--- config.mk ---
export PLATFORM = sky130hd
export DESIGN_NAME = aud_sclk_gen
export DESIGN_NICKNAME = d
export VERILOG_FILES = /design/src/rtl/aclk_pkg.sv /design/src/rtl/aclk_cfg.sv /design/src/rtl/aclk_div.sv /design/src/rtl/aclk_out.sv /design/src/rtl/aud_sclk_gen.sv
export SDC_FILE = /design/constraint.sdc
export NUM_CORES = 1
export LEC_CHECK = 0
export ABC_AREA = 1
export CAP_MARGIN = 40
export CORE_ASPECT_RATIO = 0.75
export CORE_MARGIN = 2
export CORE_UTILIZATION = 45
export CTS_CLUSTER_SIZE = 40
export DETAILED_ROUTE_END_ITERATION = 7
export DONT_BUFFER_PORTS = 1
export RECOVER_POWER = 50
export SLEW_MARGIN = 20
export SYNTH_ARGS = -nofsm -noshare
export SYNTH_HDL_FRONTEND = slang
export SYNTH_HIERARCHICAL = 1
export SYNTH_SLANG_ARGS = --single-unit
--- constraint.sdc ---
create_clock -name clk_m -period 4.7 [get_ports clk_m]
set_input_delay 0 -clock clk_m [delete_from_list [all_inputs] [get_ports clk_m]]
set_output_delay 0 -clock clk_m [all_outputs]
set_load 0.01 [all_outputs]
--- src/rtl/aclk_pkg.sv ---
package aclk_pkg;
  function automatic logic [31:0] lowmask(input int n);
    if (n <= 0) return 32'd0;
    return 32'hFFFF_FFFF >> (32 - n);
  endfunction
endpackage

--- src/rtl/aclk_cfg.sv ---
module aclk_cfg #(
  parameter int SEL_W          = 2,
  parameter int MIN_RATIO_LOG2 = 6,
  parameter int MIN_BPF_LOG2   = 5,
  parameter int LOG_W          = 4
) (
  input  logic             clk,
  input  logic             rst_n,
  input  logic [SEL_W-1:0] ratio_sel,
  input  logic             long_frame,
  output logic             restart,
  output logic [LOG_W-1:0] frm_log2,
  output logic [LOG_W-1:0] bit_log2
);
  localparam int CFG_W = SEL_W + 1;

  logic [CFG_W-1:0] cfg_q, cfg_d;
  logic [LOG_W-1:0] bpf_log2;

  always_comb begin
    cfg_d   = {ratio_sel, long_frame};
    restart = (cfg_d != cfg_q);
  end

  always_ff @(posedge clk or negedge rst_n) begin
    if (!rst_n)       cfg_q <= '0;
    else if (restart) cfg_q <= cfg_d;
  end

  always_comb begin
    frm_log2 = LOG_W'(MIN_RATIO_LOG2) + LOG_W'(cfg_q[CFG_W-1:1]);
    if (cfg_q[0] && (cfg_q[CFG_W-1:1] != '0)) bpf_log2 = LOG_W'(MIN_BPF_LOG2 + 1);
    else                                      bpf_log2 = LOG_W'(MIN_BPF_LOG2);
    bit_log2 = frm_log2 - bpf_log2;
  end

  AST_CFG_SETTLES: assert property (@(posedge clk) disable iff (!rst_n)
    restart |=> !restart || !$stable({ratio_sel, long_frame}));
endmodule

--- src/rtl/aclk_div.sv ---
module aclk_div #(
  parameter int CNT_W = 9,
  parameter int LOG_W = 4
) (
  input  logic             clk,
  input  logic             rst_n,
  input  logic             restart,
  input  logic [LOG_W-1:0] frm_log2,
  output logic [CNT_W-1:0] cnt_d,
  output logic [CNT_W-1:0] cnt_q
);
  import aclk_pkg::*;

  logic [CNT_W-1:0] wrap_mask;

  always_comb begin
    wrap_mask = CNT_W'(lowmask(int'(frm_log2)));
    if (restart) cnt_d = '0;
    else         cnt_d = (cnt_q + CNT_W'(1)) & wrap_mask;
  end

  always_ff @(posedge clk or negedge rst_n) begin
    if (!rst_n) cnt_q <= '0;
    else        cnt_q <= cnt_d;
  end

  AST_RESTART_ZERO: assert property (@(posedge clk) disable iff (!rst_n)
    restart |=> (cnt_q == '0));

  AST_FRAME_WRAP: assert property (@(posedge clk) disable iff (!rst_n)
    (!restart && cnt_q == wrap_mask) |=> (cnt_q == '0));
endmodule

--- src/rtl/aclk_out.sv ---
module aclk_out #(
  parameter int CNT_W = 9,
  parameter int LOG_W = 4
) (
  input  logic             clk,
  input  logic             rst_n,
  input  logic             restart,
  input  logic [CNT_W-1:0] cnt_d,
  input  logic [LOG_W-1:0] frm_log2,
  input  logic [LOG_W-1:0] bit_log2,
  output logic             bclk_q,
  output logic             wclk_q,
  output logic             bit_stb_q,
  output logic             frame_stb_q
);
  import aclk_pkg::*;

  logic [CNT_W-1:0] bit_mask, half_mask;
  logic [LOG_W-1:0] bit_sel, frm_sel;
  logic             bclk_d, wclk_d, bit_stb_d, frame_stb_d;

  always_comb begin
    bit_sel     = bit_log2 - LOG_W'(1);
    frm_sel     = frm_log2 - LOG_W'(1);
    bit_mask    = CNT_W'(lowmask(int'(bit_log2)));
    half_mask   = CNT_W'(lowmask(int'(frm_sel)));
    bclk_d      = cnt_d[bit_sel];
    wclk_d      = cnt_d[frm_sel];
    bit_stb_d   = ((cnt_d & bit_mask) == bit_mask);
    frame_stb_d = ((cnt_d & half_mask) == half_mask);
  end

  always_ff @(posedge clk or negedge rst_n) begin
    if (!rst_n) begin
      bclk_q      <= 1'b0;
      wclk_q      <= 1'b0;
      bit_stb_q   <= 1'b0;
      frame_stb_q <= 1'b0;
    end else begin
      bclk_q      <= bclk_d;
      wclk_q      <= wclk_d;
      bit_stb_q   <= bit_stb_d;
      frame_stb_q <= frame_stb_d;
    end
  end

  AST_WCLK_ON_BFALL: assert property (@(posedge clk) disable iff (!rst_n)
    (!$past(restart) && !$stable(wclk_q)) |-> $fell(bclk_q));

  AST_BSTB_LEADS_FALL: assert property (@(posedge clk) disable iff (!rst_n)
    (bit_stb_q && !restart) |=> $fell(bclk_q));

  AST_FSTB_WITH_BSTB: assert property (@(posedge clk) disable iff (!rst_n)
    frame_stb_q |-> bit_stb_q);
endmodule

--- src/rtl/aud_sclk_gen.sv ---
module aud_sclk_gen #(
  parameter int SEL_W          = 2,
  parameter int MIN_RATIO_LOG2 = 6,
  parameter int MIN_BPF_LOG2   = 5
) (
  input  logic             clk_m,
  input  logic             rst_n,
  input  logic [SEL_W-1:0] ratio_sel,
  input  logic             long_frame,
  output logic             bclk_o,
  output logic             wclk_o,
  output logic             bit_stb_o,
  output logic             frame_stb_o
);
  localparam int MAX_RATIO_LOG2 = MIN_RATIO_LOG2 + (1 << SEL_W) - 1;
  localparam int CNT_W          = MAX_RATIO_LOG2;
  localparam int LOG_W          = $clog2(MAX_RATIO_LOG2 + 1);

  logic             restart;
  logic [LOG_W-1:0] frm_log2, bit_log2;
  logic [CNT_W-1:0] cnt_d, cnt_q;

  aclk_cfg #(.SEL_W(SEL_W), .MIN_RATIO_LOG2(MIN_RATIO_LOG2),
             .MIN_BPF_LOG2(MIN_BPF_LOG2), .LOG_W(LOG_W)) u_cfg (
    .clk(clk_m), .rst_n(rst_n), .ratio_sel(ratio_sel), .long_frame(long_frame),
    .restart(restart), .frm_log2(frm_log2), .bit_log2(bit_log2));

  aclk_div #(.CNT_W(CNT_W), .LOG_W(LOG_W)) u_div (
    .clk(clk_m), .rst_n(rst_n), .restart(restart), .frm_log2(frm_log2),
    .cnt_d(cnt_d), .cnt_q(cnt_q));

  aclk_out #(.CNT_W(CNT_W), .LOG_W(LOG_W)) u_out (
    .clk(clk_m), .rst_n(rst_n), .restart(restart), .cnt_d(cnt_d),
    .frm_log2(frm_log2), .bit_log2(bit_log2),
    .bclk_q(bclk_o), .wclk_q(wclk_o), .bit_stb_q(bit_stb_o),
    .frame_stb_q(frame_stb_o));

  AST_RESET_QUIET: assert property (@(posedge clk_m) disable iff (!rst_n)
    $rose(rst_n) |-> !bclk_o && !wclk_o);
endmodule

==> metrics.txt, run 1 <==
startpoint type of the worst setup path flip-flop; final setup violation count 0; arithmetic-cell share of the synthesized area counting full adders, half adders and majority gates 13.7%; worst min-delay path class input port to flip-flop; Remaining DRCs 0; maximum number of pins on one net before global-route repair 18; Filler Cells Inserted 372; Num Clock Sinks 16; routed wirelength normalized by instance count 11.4 um; DPL Wire Length 2850 um; final routed wirelength across all metal layers 3580 um; multiplexer share of the synthesized area 0%; final antenna diode count 0; mean area per synthesized cell 6.56 um2; global-route wire length before repair 6290 um; sum of overflow across all layers after global routing 0; PD cells 220 mW/mm2; synthesized-area fraction occupied by and/or/nand/nor cells 36.0%; Sequential Area 400 um2; max-cap check violation count 0; critical path peak fanout 17; leading register cell type out of synthesis dfrtp_1; sum of negative setup slack 0 ps; count of H-tree levels built during CTS 1; total cell area at the placement stage 0.00171 mm2; portion of total power attributed to the clock network 32.2%; Clk Tree Root Cell clkbuf_8; die footprint 0.00429 mm2; period utilization 65.5%; placeable core region 0.00364 mm2; number of cells traversed by the worst register-to-register path 14; proportion of netlist area held by the largest area contributor 23.6%; compound-gate portion of the synthesized area 11.0%; post-synthesis sequential element count 16; total clock buffers created by CTS 3; Max-slew headroom 42.8%; library cells used by synthesis 31; Switch Pwr 0.000137 W; final number of hold-violating endpoints 0; largest area contributor in the netlist dfrtp_1; number of cells produced by synthesis 259; clock-pin slew reported for the worst setup and hold paths after clock tree synthesis 70 ps; number of slew-limit violations in the final report 0; area of the mapped netlist 0.00170 mm2; weighted congestion reported at the end of routability-driven placement 0.810; clock tree from TritonCTS done; register area share after synthesis 23.6%; Antenna Nets Post-Route 0; Comb pwr share 29.6%; part of the power in registers 38.2%; worst-margin pin slew 859 ps; peak ir drop on the vdd network 0.202 mV; largest cells by area after synthesis dfrtp_1 24%, nand2_1 15%, ha_1 13%; xor/xnor share of the synthesized area 1.55%; via count of the first global-routing pass 1415; combinational family with the most area after synthesis simple AND/OR/NAND/NOR gates; unrepaired setup endpoints after global routing no; clk buf depth 2; Die H 57.2 um; layout cells sized above 1 9.20%; Finished Cell Area 0.00182 mm2; number of post-CTS setup repair buffers 0; number of nets in the finished design 285; Async SR Flop Fraction 100%; iteration count of the initial detailed-routing pass 4; worst path required time 4880 ps; Setup crit end kind flip-flop; Worst Clk Skew 5.16 ps; CP arrival 3260 ps; yosys synthesis warning count 6; number of DRC markers after the initial detailed-route iteration 53; highest clock rate 325 MHz; total global-route track usage 19.3%; count of boundary I/O pins 9; Rows 19; fraction of power spent switching nets 34.1%; vias after detailed routing 1518; clock latency of the later-clocked register in the worst-skew pair 260 ps; nets in the synthesized netlist 282; Layout Area Growth over Synthesis 7.15%; area of the multi-input gates 0.00106 mm2; leakage power figure 0.940 nW; run status finished, final reports clean; Internal Pwr Total 0.000263 W; antenna violations before repair 0; Post-synth EDFFs 0; Buffers on Ports 0; Hold Path Stages 5; final critical delay including setup and external delays 3080 ps; pre-CTS setup slack 1630 ps; CP Class flip-flop to flip-flop; minimum hold slack 204 ps; routed vias/inst 4.85; final worst-path setup slack 1620 ps; effective utilization at floorplan 46.7%; die width 74.9 um
[synthesized netlist by cell type, types with 2 or more instances]
| cell type | n |
|---|---|
| o21ai_1 | 2 |
| nand2_2 | 2 |
| nand4_1 | 3 |
| nor2_1 | 29 |
| nor3b_2 | 2 |
| inv_1 | 44 |
| clkbuf_1 | 3 |
| a21oi_1 | 7 |
| a21oi_4 | 2 |
| o211ai_1 | 2 |
| a31oi_1 | 2 |
| nand3_1 | 22 |
| dfrtp_1 | 16 |
| buf_4 | 4 |
| xnor2_1 | 3 |
| inv_2 | 4 |
| o21ai_0 | 12 |
| nor2_2 | 4 |
| ha_1 | 17 |
| or2_2 | 2 |
| nand2_1 | 67 |
[metal layers]
| metal | global-route usage (%) | wire length [um] | vias to the layer above | part of all wire (%) |
|---|---|---|---|---|
| met3 | 4.24 | 124 | 4 | 3.5 |
| met5 | 0 | 0 | - | 0 |
| met1 | 27.7 | 1790 | 686 | 50 |
| li1 | - | - | 811 | - |
| met4 | 3.83 | 26 | 0 | 0.73 |
| met2 | 30.2 | 1630 | 17 | 46 |
[power by group through the flow]
stage | sequential, W | combinational (W) | clock (W)
6_report | 0.000153 | 0.000118 | 0.000129
5_1_grt | 0.000153 | 0.000139 | 0.000138
4_1_cts | 0.000153 | 0.000117 | 0.000133
3_5_place_dp | 0.000156 | 0.000111 | 0
3_3_place_gp | 0.000156 | 0.000112 | 0
2_1_floorplan | 0.000152 | 0.0000991 | 0
[critical path: stages, from the launching register on]
cell and delay [ps]:
dfrtp_1 600, o21ai_0 530, ha_1 240, inv_1 60, fa_1 500, inv_1 80
ha_1 380, inv_1 60, nand2_1 60, o21ai_0 70, nor2_1 100, nand2_1 60
nor2_1 80, nand3_1 70, a21oi_1 120
[sequential cells by signal, summed over array words and instances, names as in the netlist]
register / cells
u_out/wclk_q: 1
u_out/bclk_q: 1
u_out/frame_stb_q: 1
u_out/bit_stb_q: 1
u_div/cnt_q: 9
u_cfg/cfg_q: 3
[cells in the final DEF, fill, tap and decap left out, drive strengths merged]
cell,instances
o21ai,14
fa,1
nor2,33
or2,3
clkbuf,5
ha,17
dfrtp,16
nand3b,1
xnor2,3
dlygate4sd3,5
nand2,69
nor3,1
a21oi,9
o211ai,2
a31oi,2
inv,49
nand3,23
o21bai,1
o31ai,1
nor3b,2
o22ai,1
nand4,3
[per-stage QoR]
stage / util (%) / power, W / cells
3_3_place_gp: 47.0 / 0.000267 / 303
5_1_grt: 50.0 / 0.000430 / 313
2_1_floorplan: - / 0.000251 / 259
6_report: 50.0 / 0.000400 / 313
4_1_cts: 49.6 / 0.000403 / 311
3_5_place_dp: 47.0 / 0.000267 / 303
[cells by family (layout without fill, tap and decap cells)]
logic type | count (synthesis) | count (layout)
buffers and inverters | 57 | 59
AO/OA/AOI/OAI | 30 | 30
flip-flops | 16 | 16
AND/OR/NAND/NOR | 135 | 135
adder cells (fa/ha/maj) | 18 | 18
XOR/XNOR | 3 | 3
[worst paths after layout]
| path | endpoint | slack [ps] | from |
|---|---|---|---|
| min reg2reg | u_div/cnt_q[0] | 610 | u_div/cnt_q[0] |
| min | u_div/cnt_q[6] | 200 | long_frame |
| min in group asynchronous | u_out/bclk_q | 540 | rst_n |
| max | u_out/bit_stb_q | 1620 | u_cfg/cfg_q[1] |
| max in group asynchronous | u_out/frame_stb_q | 3150 | rst_n |
| max reg2reg | u_out/bit_stb_q | 1620 | u_cfg/cfg_q[1] |
[area by class of cell]
class,count,share of cell area (%)
multi-input combinational,186,58.0
clock buffer,4,3.03
timing repair buffer,6,2.96
tap,52,3.58
sequential,16,22.0
inverter,49,10.4
[timing repair]
action	4_1_cts	5_1_grt
hold endpoints to repair	19	1
gates resized for setup	0	0
hold buffers	4	1
(Power assumes the default switching activity.)
==> inputs of run 2 (changes only) <==
--- a/config.mk
+++ b/config.mk
@@ -5,7 +5,7 @@
 export SDC_FILE = /design/constraint.sdc
 export NUM_CORES = 1
 export LEC_CHECK = 0
-export ABC_AREA = 1
+export ABC_AREA = 0
 export CAP_MARGIN = 40
 export CORE_ASPECT_RATIO = 0.75
 export CORE_MARGIN = 2
==> constraint.sdc (replaced) <==
create_clock -name clk_m -period 2.6 [get_ports clk_m]
set_input_delay 0 -clock clk_m [delete_from_list [all_inputs] [get_ports clk_m]]
set_output_delay 0 -clock clk_m [all_outputs]
set_load 0.01 [all_outputs]
==> run 2 against run 1 <==
The run now ends with setup timing left; worst hold slack worse by 34 ps; synthesized area shrank 12%; core utilization rose by 15 points; first-iteration DRC count fell by 9.4%; sequential cell count is the same; clock power rose by 74%; highest routed layer unchanged; critical path depth fell by 3; via count down 8.9%; final cell count shrank 22%; largest cell class unchanged; synthesized cell count decreased by 37%.
==> metrics.txt, run 2 <==
via count of the first global-routing pass 1320 (-6.7%); CP arrival 2790 ps (-470 ps); routed wirelength normalized by instance count 16.1 um (+41%); clk buf depth 2 (unchanged); routed vias/inst 5.67 (+17%); compound-gate portion of the synthesized area 16.9% (+5.9 points); Num Clock Sinks 16 (unchanged); internal reg-to-reg setup slack -80 ps (-1700 ps); worst-margin pin slew 733 ps (-126 ps); iteration count of the initial detailed-routing pass 4 (unchanged); multiplexer share of the synthesized area 9.08% (+9.1 points); xor/xnor share of the synthesized area 8.66% (+7.1 points); Regs by FF count u_div/cnt_q (9), u_cfg/cfg_q (3); run status complete, but fails checks; yosys synthesis warning count 6 (unchanged); vias after detailed routing 1383 (-8.9%); combinational family with the most area after synthesis compound AO/OA/AOI/OAI gates; number of DRC markers after the initial detailed-route iteration 48 (-9.4%); max reg flops 9 (unchanged); count of boundary I/O pins 9 (unchanged); area of the mapped netlist 0.00149 mm2 (-12%); worst min-delay path class input port to flip-flop; arithmetic-cell share of the synthesized area counting full adders, half adders and majority gates 15.6% (+1.9 points); Async SR Flop Fraction 100% (unchanged); weighted congestion reported at the end of routability-driven placement 0.959 (+18%); Filler Cells Inserted 260 (-30%); maximum single-stage delay on the critical path 510 ps (-90 ps); CP Class flip-flop to flip-flop; register area share after synthesis 26.9% (+3.3 points); final worst-path setup slack -78.8 ps (-1700 ps); leakage power figure 0.917 nW (-2.4%); clock tree from TritonCTS done; Die H 53.8 um (-5.9%); Hold Path Stages 4 (-1); sum of overflow across all layers after global routing 0 (unchanged); proportion of netlist area held by the largest area contributor 26.9% (+3.3 points); mean area per synthesized cell 9.18 um2 (+40%); commonest cells after routing, fill and taps aside 34 x buf_4, 15 x dfrtp_1, 13 x inv_1, 13 x ha_1, 11 x nor2_1; most numerous cell in the Yosys netlist inv_1; Finished Cell Area 0.00211 mm2 (+16%); period utilization 103% (+38 points); library cells used by synthesis 42 (+35%); worst min-delay path startpoint long_frame; r2r endpoint u_out/bclk_q; Clk Tree Root Cell clkbuf_8; minimum hold slack 170 ps (-33.7 ps); Worst Clk Skew 4.88 ps (-0.286 ps); unrepaired setup endpoints after global routing yes; antenna violations before repair 0 (unchanged); final antenna diode count 0 (unchanged); count of non-filler cells in the finished layout 244 (-22%); max-cap check violation count 0 (unchanged); Antenna Nets Post-Route 0 (unchanged); worst path required time 2710 ps (-2170 ps); Layout Area Growth over Synthesis 41.8%; final number of hold-violating endpoints 0 (unchanged); final routed wirelength across all metal layers 3940 um (+10%); PD cells 364 mW/mm2 (+66%); Rows 18 (-1); nets in the synthesized netlist 185 (-34%); final critical delay including setup and external delays 2680 ps (-399 ps); clock-pin slew reported for the worst setup and hold paths after clock tree synthesis 70 ps (about the same); cell total after placement 233 (-23%); number of cells produced by synthesis 162 (-37%); Setup crit end kind flip-flop; highest clock rate 373 MHz (+15%); critical path peak fanout 3 (-14); Biggest register u_div/cnt_q; clock latency of the later-clocked register in the worst-skew pair 250 ps (about the same); peak ir drop on the vdd network 0.298 mV (+48%); sum of negative setup slack -122 ps (-122 ps); number of slew-limit violations in the final report 0 (unchanged); maximum number of pins on one net before global-route repair 17 (-1); post-synthesis sequential element count 16 (unchanged); total global-route track usage 22.0% (+2.7 points); largest cells by area after synthesis dfrtp_1 27%, ha_1 14%, inv_1 5.0%; Remaining DRCs 0 (unchanged); placeable core region 0.00322 mm2 (-11%); die footprint 0.00379 mm2 (-12%); top cells by instance count after synthesis 20 x inv_1, 17 x ha_1, 16 x dfrtp_1, 14 x nor2_1, 9 x nand2_1; startpoint type of the worst setup path flip-flop; largest area contributor in the netlist dfrtp_1; Buffers on Ports 0 (unchanged); global-route wire length before repair 6350 um (+1.1%); layout cells sized above 1 42.2% (+33 points); effective utilization at floorplan 46.2% (-0.49 points); final setup violation count 2 (+2); worst-path cell with the longest stage delay fa_1; die width 70.4 um (-6.1%); number of nets in the finished design 228 (-20%); most common cell after layout, fill and taps aside buf_4; Post-synth EDFFs 0 (unchanged); total cell area at the placement stage 0.00182 mm2 (+6.4%); dominant delay contributor by cell family on the critical path adder cells; worst hold endpoint u_div/cnt_q[7]; leading register cell type out of synthesis dfrtp_1; crit-path most repeated cell inv_2; DPL Wire Length 2860 um (+0.34%); Crit path buffers/inverters 3 (unchanged); number of cells traversed by the worst register-to-register path 11 (-3); beginning of the worst register-to-register path u_cfg/cfg_q[1]; total clock buffers created by CTS 3 (unchanged); cells along the critical path buf_6 -> o21ai_4 -> ha_2 -> inv_2 -> fa_1 -> inv_2 -> ha_4 -> mux4_2 -> mux2_4 -> a22oi_2 -> o21ai_1; violations in the final reports setup timing; Max-slew headroom 51.0% (+8.2 points); synthesized-area fraction occupied by and/or/nand/nor cells 15.1% (-21 points); count of H-tree levels built during CTS 1 (unchanged)
==> run 2: cell types whose count changed after synthesis, sizes merged, moves of 5 or more <==
| cell | previous run | this run |
|---|---|---|
| xnor2 | 3 | 8 |
| nand2 | 69 | 9 |
| o21ai | 14 | 9 |
| nand3 | 23 | 5 |
| a211oi | 0 | 6 |
| nor2 | 33 | 14 |
| inv | 49 | 20 |
==> run 2: final cells by class <==
cell class,count,area (um2),area share (%)
Inverter,20,77.6,3.68
Multi-Input combinational cell,119,1140,54.2
Tap cell,40,50.0,2.37
Sequential cell,16,402,19.0
Timing Repair Buffer,45,383,18.1
Clock buffer,4,55.1,2.61
==> run 2: through the flow <==
stage	total power, W	setup slack, ps	util, %
finish	0.000768	-78.8	65.5
global route	0.000815	-202	65.5
CTS	0.000740	-110	61.5
detailed placement	0.000491	-130	56.5
global placement	0.000484	-72.2	56.5
floorplan	0.000413	-55.1	-
==> run 2: routing by layer <==
metal	routed length, um	track usage [%]
met1	1740	28.6
met2	1980	38.2
met3	165	4.31
met4	57	6.09
met5	0	0
==> run 2: kinds of logic (layout without fill, tap and decap cells) <==
family,count (synthesis),in the layout
AND/OR/NAND/NOR,45,45
AO/OA/AOI/OAI,36,36
buffers and inverters,27,69
adder cells (fa/ha/maj),18,18
flip-flops,16,16
XOR/XNOR,13,13
multiplexers,7,7
==> run 2: report_power, final <==
group          internal [W]  switching, W
Sequential         0.000256    0.00000724
Combinational      0.000137      0.000144
Clock              0.000134     0.0000898
Total              0.000527      0.000241
==> run 2: worst min-delay path, cell delays in order <==
cell and delay (ps):
xnor2_1 40, nand3_1 130, a21o_4 160, a211oi_2 60
==> run 2: repair_timing <==
item / in CTS / in global routing
endpoints found under the setup margin: 4 / 4
gates resized for setup: 17 / 25
hold endpoints to repair: 19 / 0
pin swaps: 6 / 9
setup buffers: 1 / 2
hold buffers: 4 / 0
==> run 2: worst max path at each step <==
stage | start | to | cells after the start
detailed placement | u_cfg/cfg_q[1] | u_out/bclk_q | 11
CTS | u_cfg/cfg_q[1] | u_out/bclk_q | 11
global placement | u_cfg/cfg_q[1] | u_out/bclk_q | 11
finish | u_cfg/cfg_q[1] | u_out/bclk_q | 11
floorplan | u_cfg/cfg_q[2] | u_out/bclk_q | 10
global route | u_cfg/cfg_q[1] | u_out/bclk_q | 11
